<file path="config.mk">
export PLATFORM = sky130hd
export DESIGN_NAME = cpu_bus_glue
export DESIGN_NICKNAME = d
export VERILOG_FILES = /design/src/rtl/cpu_bus_glue.sv
export SDC_FILE = /design/constraint.sdc
export NUM_CORES = 1
export LEC_CHECK = 0
export BUFFER_PORTS_ARGS = -buffer_cell sky130_fd_sc_hd__buf_2
export CAP_MARGIN = 20
export CORE_ASPECT_RATIO = 1.75
export CORE_MARGIN = 1.5
export CORE_UTILIZATION = 40
export DETAILED_ROUTE_END_ITERATION = 6
export PLACE_DENSITY = 0.61
export RECOVER_POWER = 100
export SYNTH_ARGS = -nofsm -noshare
export SYNTH_HDL_FRONTEND = slang
export SYNTH_SLANG_ARGS = --single-unit
</file>
<file path="constraint.sdc">
create_clock -name clk -period 2.4 [get_ports clk]
set_input_delay 0.36 -clock clk [delete_from_list [all_inputs] [get_ports clk]]
set_output_delay 0.36 -clock clk [all_outputs]
set_load 0.1 [all_outputs]
</file>
<file path="src/rtl/cpu_bus_glue.sv">
module cpu_bus_glue #(
  parameter logic [7:0] RAM_LAST_BANK = 8'h7F,
  parameter logic [7:0] IO_BANK       = 8'h00,
  parameter logic [7:0] IO_PAGE       = 8'hC0
) (
  input  logic        clk,
  input  logic        rst_n,
  input  logic        phi2,
  input  logic        rwb,
  input  logic        vda,
  input  logic        vpa,
  input  logic [15:0] addr,
  input  logic [7:0]  dbus,
  output logic [7:0]  bank,
  output logic [23:0] full_addr,
  output logic        oe_n,
  output logic        we_n,
  output logic        ram_sel_n,
  output logic        io_sel_n,
  output logic        rom_sel_n,
  output logic        buf_en_n,
  output logic        buf_dir
);

  localparam int SW = 4 + 16 + 8;

  logic [SW-1:0] meta, sync;
  logic          phi2_s, rwb_s, vda_s, vpa_s;
  logic [15:0]   addr_s;
  logic [7:0]    d_s;
  logic          phi2_d;
  logic [7:0]    bank_q;
  logic          phase_hi, valid, is_io, is_ram, is_rom;

  always_ff @(posedge clk) begin
    if (!rst_n) begin
      meta   <= '0;
      sync   <= '0;
      phi2_d <= 1'b0;
      bank_q <= '0;
    end else begin
      meta   <= {phi2, rwb, vda, vpa, addr, dbus};
      sync   <= meta;
      phi2_d <= phi2_s;
      if (!phi2_s) bank_q <= d_s;
    end
  end

  assign {phi2_s, rwb_s, vda_s, vpa_s, addr_s, d_s} = sync;

  assign bank      = phi2_s ? bank_q : d_s;
  assign full_addr = {bank, addr_s};

  assign phase_hi = phi2_s & phi2_d;
  assign valid    = vda_s | vpa_s;

  assign is_io  = (bank == IO_BANK) && (addr_s[15:8] == IO_PAGE);
  assign is_ram = !is_io && (bank <= RAM_LAST_BANK);
  assign is_rom = !is_io && (bank >  RAM_LAST_BANK);

  assign oe_n      = !(phase_hi &&  rwb_s);
  assign we_n      = !(phase_hi && !rwb_s);
  assign io_sel_n  = !(phase_hi && valid && is_io);
  assign ram_sel_n = !(phase_hi && valid && is_ram);
  assign rom_sel_n = !(phase_hi && valid && is_rom);
  assign buf_en_n  = io_sel_n && ram_sel_n && rom_sel_n;
  assign buf_dir   = rwb_s;

  a_r1_bank_hold: assert property (@(posedge clk) disable iff (!rst_n)
    (phi2_s && $past(phi2_s)) |-> $stable(bank));

  a_r3_strobes_quiet_low: assert property (@(posedge clk) disable iff (!rst_n)
    !$past(phi2, 2) |-> (oe_n && we_n));

  a_r4_strobe_exclusive: assert property (@(posedge clk) disable iff (!rst_n)
    oe_n || we_n);

  a_r5_one_select: assert property (@(posedge clk) disable iff (!rst_n)
    $countones({~ram_sel_n, ~io_sel_n, ~rom_sel_n}) <= 1);

  a_r6_invalid_no_select: assert property (@(posedge clk) disable iff (!rst_n)
    (!$past(vda, 2) && !$past(vpa, 2)) |-> (ram_sel_n && io_sel_n && rom_sel_n));

  a_r8_buffer_quiet_low: assert property (@(posedge clk) disable iff (!rst_n)
    !$past(phi2, 2) |-> (buf_en_n && ram_sel_n && io_sel_n && rom_sel_n));

endmodule

</file>
==> results of run 1 <==
cells in the mapped netlist, drive strengths merged:
library cell	number	area (um^2)
nor4	1	12.5
or3	1	6.26
nor4b	2	17.5
or4b	1	10.0
or4	1	7.51
and2	65	407
nor3	2	10.0
a21oi	2	10.0
nand3b	1	7.51
o22a	1	8.76
o211ai	1	7.51
nand2b	2	12.5
nand2	1	3.75
mux2	8	90.1
dfxtp	65	1300
nor2	2	7.51
clkbuf	8	30.0
nand3	1	5.00
buf	25	191
timing repair:
item	4_1_cts	5_1_grt
pin swaps	3	0
setup endpoints to repair	2	2
gates resized for setup	4	5
setup buffers	0	0
hold buffers	0	0
metrics by stage:
step           hold WS, ns  setup TNS (ns)  util [%]  worst slack [ns]
2_1_floorplan        0.406           -1.42         -            -0.487
3_3_place_gp         0.410               0      45.3             0.301
3_5_place_dp         0.419               0      45.3             0.259
4_1_cts              0.218         -0.0294      48.6           -0.0294
5_1_grt              0.210          -0.199      48.5            -0.132
6_report             0.241         -0.0178      48.5           -0.0178
critical path, stage by stage, from the launching register on:
cell,delay (ns)
dfxtp_2,0.32
or4b_4,0.52
o22a_1,0.24
nor4_4,0.30
or3_4,0.19
buf_12,0.16
metal layers:
layer / up-vias / track usage, % / share of wire (%) / routed length (um)
met5: - / 0 / 0 / 0
met4: 0 / 9.12 / 1.3 / 42
met3: 4 / 4.51 / 4.6 / 149
met2: 36 / 21.6 / 55 / 1790
met1: 605 / 12.8 / 39 / 1260
li1: 669 / - / - / -
power by group:
group | total (W) | internal [W] | leakage (nW) | switching (W)
clock | 0.000730 | 0.000368 | 0.0839 | 0.000362
combinational | 0.000281 | 0.0000614 | 0.485 | 0.000220
sequential | 0.00114 | 0.00113 | 0.537 | 0.0000143
total | 0.00215 | 0.00156 | 1.11 | 0.000596
state kept, by name, summed over array words and instances, names as in the netlist:
| register | flops |
|---|---|
| meta | 28 |
| bank_q | 8 |
| phi2_d | 1 |
| sync | 28 |
kinds of logic after synthesis:
kind of cell	count (synthesis)	synth area share [%]
simple gates	80	23.6
flops	65	60.6
buf+inv	33	10.3
mux	8	4.20
compound gates	4	1.22
path summary, 6_finish.rpt:
check / slack (ns) / to / from / cells past startpoint
max: -0.02 / ram_sel_n / bank_q[3]$_SDFF_PN0_ / 5
min: 0.24 / meta[8]$_SDFF_PN0_ / addr[0] / 2
max reg2reg: 1.14 / bank_q[6]$_SDFF_PN0_ / sync[27]$_SDFF_PN0_ / 3
min reg2reg: 0.42 / sync[7]$_SDFF_PN0_ / meta[7]$_SDFF_PN0_ / 1
final cells by class:
cell class / instances / area (um^2)
timing repair buffer: 69 / 355
tap: 55 / 68.8
sequential: 65 / 1300
clock inverter: 4 / 20.0
multi-input combinational: 92 / 646
fill: 515 / 2680
clock buffer: 12 / 135
==> results.json, run 1 <==
{
  "ys_ff_latch": 65,
  "track_usage_pct": 12.9,
  "die_width_um": 58.4,
  "nNetsFinal": 267,
  "initial_utilization_pct": 41.2,
  "stdcell_count": 297,
  "area_growth_pct": 17.8,
  "finalSetupViolCount": 1,
  "io_pins": 69,
  "core-area_um2": 5210,
  "wl_per_cell_um": 10.9,
  "syn_area_per_cell_um2": 11.3,
  "antenna_cells": 0,
  "ys_seq_area_share_pct": 60.6,
  "hold_class": "in2reg",
  "grt_start_max_net_pins": 66,
  "gp_congestion": 0.721,
  "status": "finished, violations left",
  "cts-htree-levels": 3,
  "grt_pass1_vias": 1274,
  "p_per_area_nw_per_um2": 851,
  "hold_viol": 0,
  "skew_ns": 0.00683,
  "startpoint_type": "register",
  "drtIter0Drc": 40,
  "period_share_pct": 101,
  "portBuffers": 68,
  "violations": "capacitance limit, slew limit, setup timing",
  "grt_overflow": 0,
  "clk_path_buf_depth": 2,
  "die-area_um2": 5830,
  "worstMarginPinSlew_ns": 1.91,
  "clk_latency_ns": 0.32,
  "wl_um": 3240,
  "clkTransAtPathRegs_ns": 0.07,
  "power_w": 0.00215,
  "slew_headroom_pct": -27.4,
  "cts_tree": "built",
  "drc": 0,
  "layout_commonest_cell": "dfxtp_1",
  "layout_common_cells": "63 x dfxtp_1, 42 x and2_1, 29 x buf_2",
  "final_max_slew_viol_count": 66,
  "maxCapViolCount": 1,
  "fmax_ghz": 0.414,
  "dpl_cell_area_um2": 2360,
  "cts_sinks": 65,
  "viasPerCell": 4.42,
  "power_leakage_nw": 1.11,
  "cp-end-kind": "output port",
  "critPathKind": "reg2out",
  "num_vias": 1314,
  "dp_cells": 281,
  "root_buffer": "clkbuf_8",
  "syn_nets": 220,
  "cts_made_buffers": 9,
  "synth_cell_types": 21,
  "rsz0062_at_grt": "yes",
  "ant_nets": 0,
  "rows": 35,
  "die_y_um": 99.9,
  "dr.pass1.iters": 4,
  "antenna_found_initial": 0,
  "drive_gt1_share_pct": 29.8,
  "critPathRequiredTime_ns": 2.04,
  "synth_cells": 190,
  "grt_pass1_wl_um": 5530,
  "setup_ws_ns": -0.0178,
  "syn_area_um2": 2150,
  "stdcell_area_um2": 2530,
  "ir_drop_mv": 0.405,
  "fin_crit_ns": 2.42,
  "synth_warnings": 0,
  "crit_arrival_ns": 2.06,
  "critPathMaxFanout": 2
}
Note: power is estimated with default switching activity, not from simulation.
==> inputs of run 2 (changes only) <==
- clock period: 2.4 -> 3.1 ns (I/O delays scaled with it)
==> results.json, run 2 (synthesis gave the netlist of run 1 again) <==
{
  "status": "finished, violations left",
  "violations": "capacitance limit, slew limit",
  "post_cts.repair.setup_buffers": 0,
  "drc": 0,
  "rows": 35,
  "slowest_stage": "or4b_1",
  "grt_start_max_net_pins": 66,
  "layout_common_cells": "65 x dfxtp_1, 38 x clkbuf_1, 35 x and2_1",
  "p_per_area_nw_per_um2": 748,
  "nFillCells": 512,
  "largest_registers": "meta: 28 flops, sync: 28 flops, bank_q: 8 flops",
  "multi_input_area_um2": 623,
  "crit_chain": "or4b_1, o22a_1, nor4_1, nand2b_2, clkbuf_2",
  "dr.pass1.iters": 4,
  "slew_headroom_pct": -28.3,
  "clk_path_buf_depth": 2,
  "nNetsFinal": 267,
  "seqCellArea_um2": 1300,
  "clkTransAtPathRegs_ns": 0.07,
  "power_w": 0.00191,
  "ant_nets": 0,
  "setup_ws_ns": 0.307,
  "skew_ns": 0.00463,
  "fin_crit_ns": 2.79,
  "maxCapViolCount": 1,
  "drtIter0Drc": 44,
  "cpPeakStageDelay_ns": 0.47,
  "clk_latency_ns": 0.32,
  "critPathRequiredTime_ns": 2.63,
  "viasPerCell": 4.35,
  "antenna_found_initial": 0,
  "layout_commonest_cell": "dfxtp_1",
  "grt_pass1_vias": 1170,
  "power_leakage_nw": 1.06,
  "gp_congestion": 0.707,
  "num_vias": 1292,
  "dp_hpwl_um": 2190,
  "cts_sinks": 65,
  "hold_class": "in2reg",
  "whs_ns": 0.344,
  "startpoint_type": "register",
  "cts_resized": 0,
  "rsz0062_at_grt": "no",
  "grt_pass1_wl_um": 5140,
  "grt_overflow": 0,
  "tns_ns": 0,
  "hold_viol": 0,
  "place_ws_ns": 0.798,
  "cts_tree": "built",
  "portBuffers": 68,
  "cts-hold-fix-buffers": 0,
  "die-area_um2": 5830,
  "initial_utilization_pct": 41.2,
  "worstMarginPinSlew_ns": 1.92,
  "antenna_cells": 0,
  "fmax_ghz": 0.358,
  "final_max_slew_viol_count": 66,
  "stdcell_count": 297,
  "cp-end-kind": "output port",
  "core-area_um2": 5210,
  "wl_per_cell_um": 10.8,
  "cts_made_buffers": 9,
  "io_pins": 69,
  "critPathKind": "reg2out",
  "root_buffer": "clkbuf_8",
  "wl_um": 3200,
  "die_width_um": 58.4,
  "track_usage_pct": 12.2,
  "drive_gt1_share_pct": 21.1,
  "period_share_pct": 90.1,
  "ir_drop_mv": 0.401,
  "area_growth_pct": 18.7,
  "critPathMaxFanout": 7,
  "finalSetupViolCount": 0,
  "dp_cells": 281,
  "cts-htree-levels": 3,
  "crit_arrival_ns": 2.33,
  "die_y_um": 99.9
}
-- run 2: cell count changes in the layout (fill, tap and decap cells not counted), moves of 2 or more --
cell,change
and2_0,+7
clkbuf_1,+17
clkbuf_8,+3
dfxtp_2,-2
dfxtp_1,+2
bufinv_16,+2
clkbuf_2,-18
and2_1,-7
clkinv_2,-3
-- run 2: final cells by class --
type                    count  share of cell area [%]
clock inverters             4                    2.90
multi-input cells          92                    24.5
clock buffers              12                    6.48
flip-flops and latches     65                    51.1
repair buffers             69                    12.4
well taps                  55                    2.70
-- run 2: worst paths after layout --
| check | start | endpoint | slack, ns | cells past startpoint |
|---|---|---|---|---|
| hold reg to reg | meta[25]$_SDFF_PN0_ | sync[25]$_SDFF_PN0_ | 0.43 | 1 |
| setup reg to reg | sync[27]$_SDFF_PN0_ | bank_q[1]$_SDFF_PN0_ | 1.76 | 3 |
| hold / removal | addr[11] | meta[19]$_SDFF_PN0_ | 0.34 | 2 |
| setup / recovery | sync[27]$_SDFF_PN0_ | io_sel_n | 0.31 | 5 |
-- run 2: critical path: cells and delay by family, from the launching register on --
kind / cells / cell delay (ns)
AO/OA/AOI/OAI: 1 / 0.22
buffers and inverters: 1 / 0.37
AND/OR/NAND/NOR: 3 / 0.97
flip-flops: 1 / 0.45
-- run 2: layer usage --
| metal | global-route usage, % | part of all wire (%) |
|---|---|---|
| met1 | 12.2 | 39 |
| met2 | 19.4 | 53 |
| met3 | 3.74 | 5.8 |
| met4 | 11.3 | 2.9 |
| met5 | 0 | 0 |
-- run 2: power breakdown --
part / switching (W) / internal [W]
combinational: 0.000168 / 0.0000441
sequential: 0.0000114 / 0.000872
clock: 0.000292 / 0.000519
total: 0.000471 / 0.00143
-- run 2: per-stage QoR --
stage	util (%)	cell area, um^2
after floorplan	-	2150
after global placement	45.3	2360
after detailed placement	45.3	2360
after CTS	49.9	2600
after global routing	48.9	2550
final	48.9	2550
==> inputs of run 3 (changes only) <==
- CORE_MARGIN: 1.5 -> 2
- CORE_UTILIZATION: 40 -> 51
- PLACE_DENSITY: 0.61 -> 0.76
==> results.json, run 3 (synthesis gave the netlist of run 1 again) <==
{
  "cts_sinks": 65,
  "p_seq_share_pct": 47.2,
  "p_comb_share_pct": 11.3,
  "tns_ns": 0,
  "rr_startpoint": "sync[27]$_SDFF_PN0_",
  "root_buffer": "clkbuf_8",
  "ant_nets": 0,
  "critPathMaxFanout": 6,
  "ir_drop_mv": 0.558,
  "startpoint_type": "register",
  "place_ws_ns": 0.808,
  "post_cts.repair.setup_buffers": 0,
  "clk_latency_ns": 0.33,
  "grt_pass1_wl_um": 5090,
  "largest_registers": "meta: 28 flops, sync: 28 flops, bank_q: 8 flops",
  "rrSetupSlack_ns": 1.78,
  "rsz0062_at_grt": "no",
  "drc": 0,
  "dp_cells": 275,
  "hold_class": "in2reg",
  "violations": "capacitance limit, slew limit",
  "drive_gt1_share_pct": 20.2,
  "worstMarginPinSlew_ns": 1.78,
  "gp_congestion": 0.676,
  "maxCapViolCount": 1,
  "slew_headroom_pct": -18.7,
  "fmax_ghz": 0.372,
  "grt_start_max_net_pins": 66,
  "p_int_w": 0.00141,
  "period_share_pct": 86.8,
  "clkTransAtPathRegs_ns": 0.06,
  "p_sw_share_pct": 24.5,
  "die-area_um2": 4760,
  "portBuffers": 68,
  "track_usage_pct": 15.4,
  "status": "finished, violations left",
  "viasPerCell": 4.43,
  "min-delay-start": "addr[1]",
  "final_max_slew_viol_count": 66,
  "rows": 31,
  "holdPathStages": 2,
  "grt_overflow": 0,
  "num_vias": 1290,
  "critPathKind": "reg2out",
  "stdcell_count": 291,
  "layout_common_cells": "65 x dfxtp_1, 41 x clkbuf_1, 39 x and2_1",
  "grt_pass1_vias": 1192,
  "stdcell_area_um2": 2530,
  "cts_made_buffers": 9,
  "path_buf_inv": 1,
  "clk_path_buf_depth": 2,
  "io_pins": 69,
  "drtIter0Drc": 5,
  "critPathRequiredTime_ns": 2.63,
  "cts_tree": "built",
  "cp-end-kind": "output port",
  "crit_chain": "or4b_1, o22a_1, nor4_2, nand2b_2, clkbuf_2",
  "setup_ws_ns": 0.410,
  "antenna_cells": 0,
  "rr_endpoint": "bank_q[6]$_SDFF_PN0_",
  "area_growth_pct": 17.9,
  "cts_resized": 0,
  "wl_per_cell_um": 11.1,
  "core-area_um2": 4070,
  "die_y_um": 89.8,
  "dp_hpwl_um": 2240,
  "dpl_cell_area_um2": 2350,
  "cpPeakStageDelay_ns": 0.45,
  "switching_power_w": 0.000460,
  "cts-htree-levels": 3,
  "dr.pass1.iters": 4,
  "slowest_stage": "or4b_1",
  "layout_commonest_cell": "dfxtp_1",
  "p_per_area_nw_per_um2": 741,
  "fin_crit_ns": 2.69,
  "power_leakage_nw": 1.05,
  "critPathTopFamily": "simple AND/OR/NAND/NOR gates",
  "finalSetupViolCount": 0,
  "wl_um": 3220,
  "nNetsFinal": 267,
  "hold_viol": 0,
  "antenna_found_initial": 0,
  "ff2ff_path_depth": 3,
  "crit_arrival_ns": 2.22,
  "cts-hold-fix-buffers": 0,
  "whs_ns": 0.338,
  "die_width_um": 53.0,
  "hold_end": "meta[9]$_SDFF_PN0_",
  "clock_power_share_pct": 41.5,
  "initial_utilization_pct": 52.7,
  "skew_ns": 0.00602
}
## run 3: changes by cell type in the layout (fill, tap and decap cells not counted), sizes merged
cell    delta
clkbuf     +2
clkinv     -2
## run 3: final cells by class
cell class	instances	area, um^2
clock buffers	14	163
clock inverters	2	60.1
fillers	380	1540
multi-input cells	92	629
flip-flops and latches	65	1300
well taps	49	61.3
repair buffers	69	315
## run 3: worst max path at each step
stage | startpoint | endpoint | slack [ns] | cells after the start
after floorplan | sync[25]$_SDFF_PN0_ | io_sel_n | 0.11 | 2
after global placement | sync[27]$_SDFF_PN0_ | ram_sel_n | 0.87 | 5
after detailed placement | sync[27]$_SDFF_PN0_ | ram_sel_n | 0.81 | 5
after CTS | sync[27]$_SDFF_PN0_ | ram_sel_n | 0.43 | 5
after global routing | sync[27]$_SDFF_PN0_ | io_sel_n | 0.30 | 5
final | sync[27]$_SDFF_PN0_ | io_sel_n | 0.41 | 5
## run 3: power groups by stage
stage | Clock [W] | Sequential (W) | Combinational, W
floorplan | 0 | 0.000902 | 0.000196
global placement | 0 | 0.000901 | 0.000218
detailed placement | 0 | 0.000903 | 0.000220
CTS | 0.000800 | 0.000884 | 0.000220
global route | 0.000837 | 0.000888 | 0.000224
finish | 0.000778 | 0.000884 | 0.000212
## run 3: metrics by stage
stage	utilization [%]	total power (W)
after global routing	62.1	0.00195
after detailed placement	57.8	0.00112
after floorplan	-	0.00110
after CTS	63.3	0.00190
final	62.1	0.00187
after global placement	57.8	0.00112
## run 3: layer usage
metal | global-route usage, % | share of wire, % | vias to the layer above
met3 | 6.15 | 5.9 | 8
met1 | 14.7 | 37 | 576
li1 | - | - | 664
met5 | 0 | 0 | -
met4 | 10.9 | 3.4 | 0
met2 | 25.4 | 54 | 42
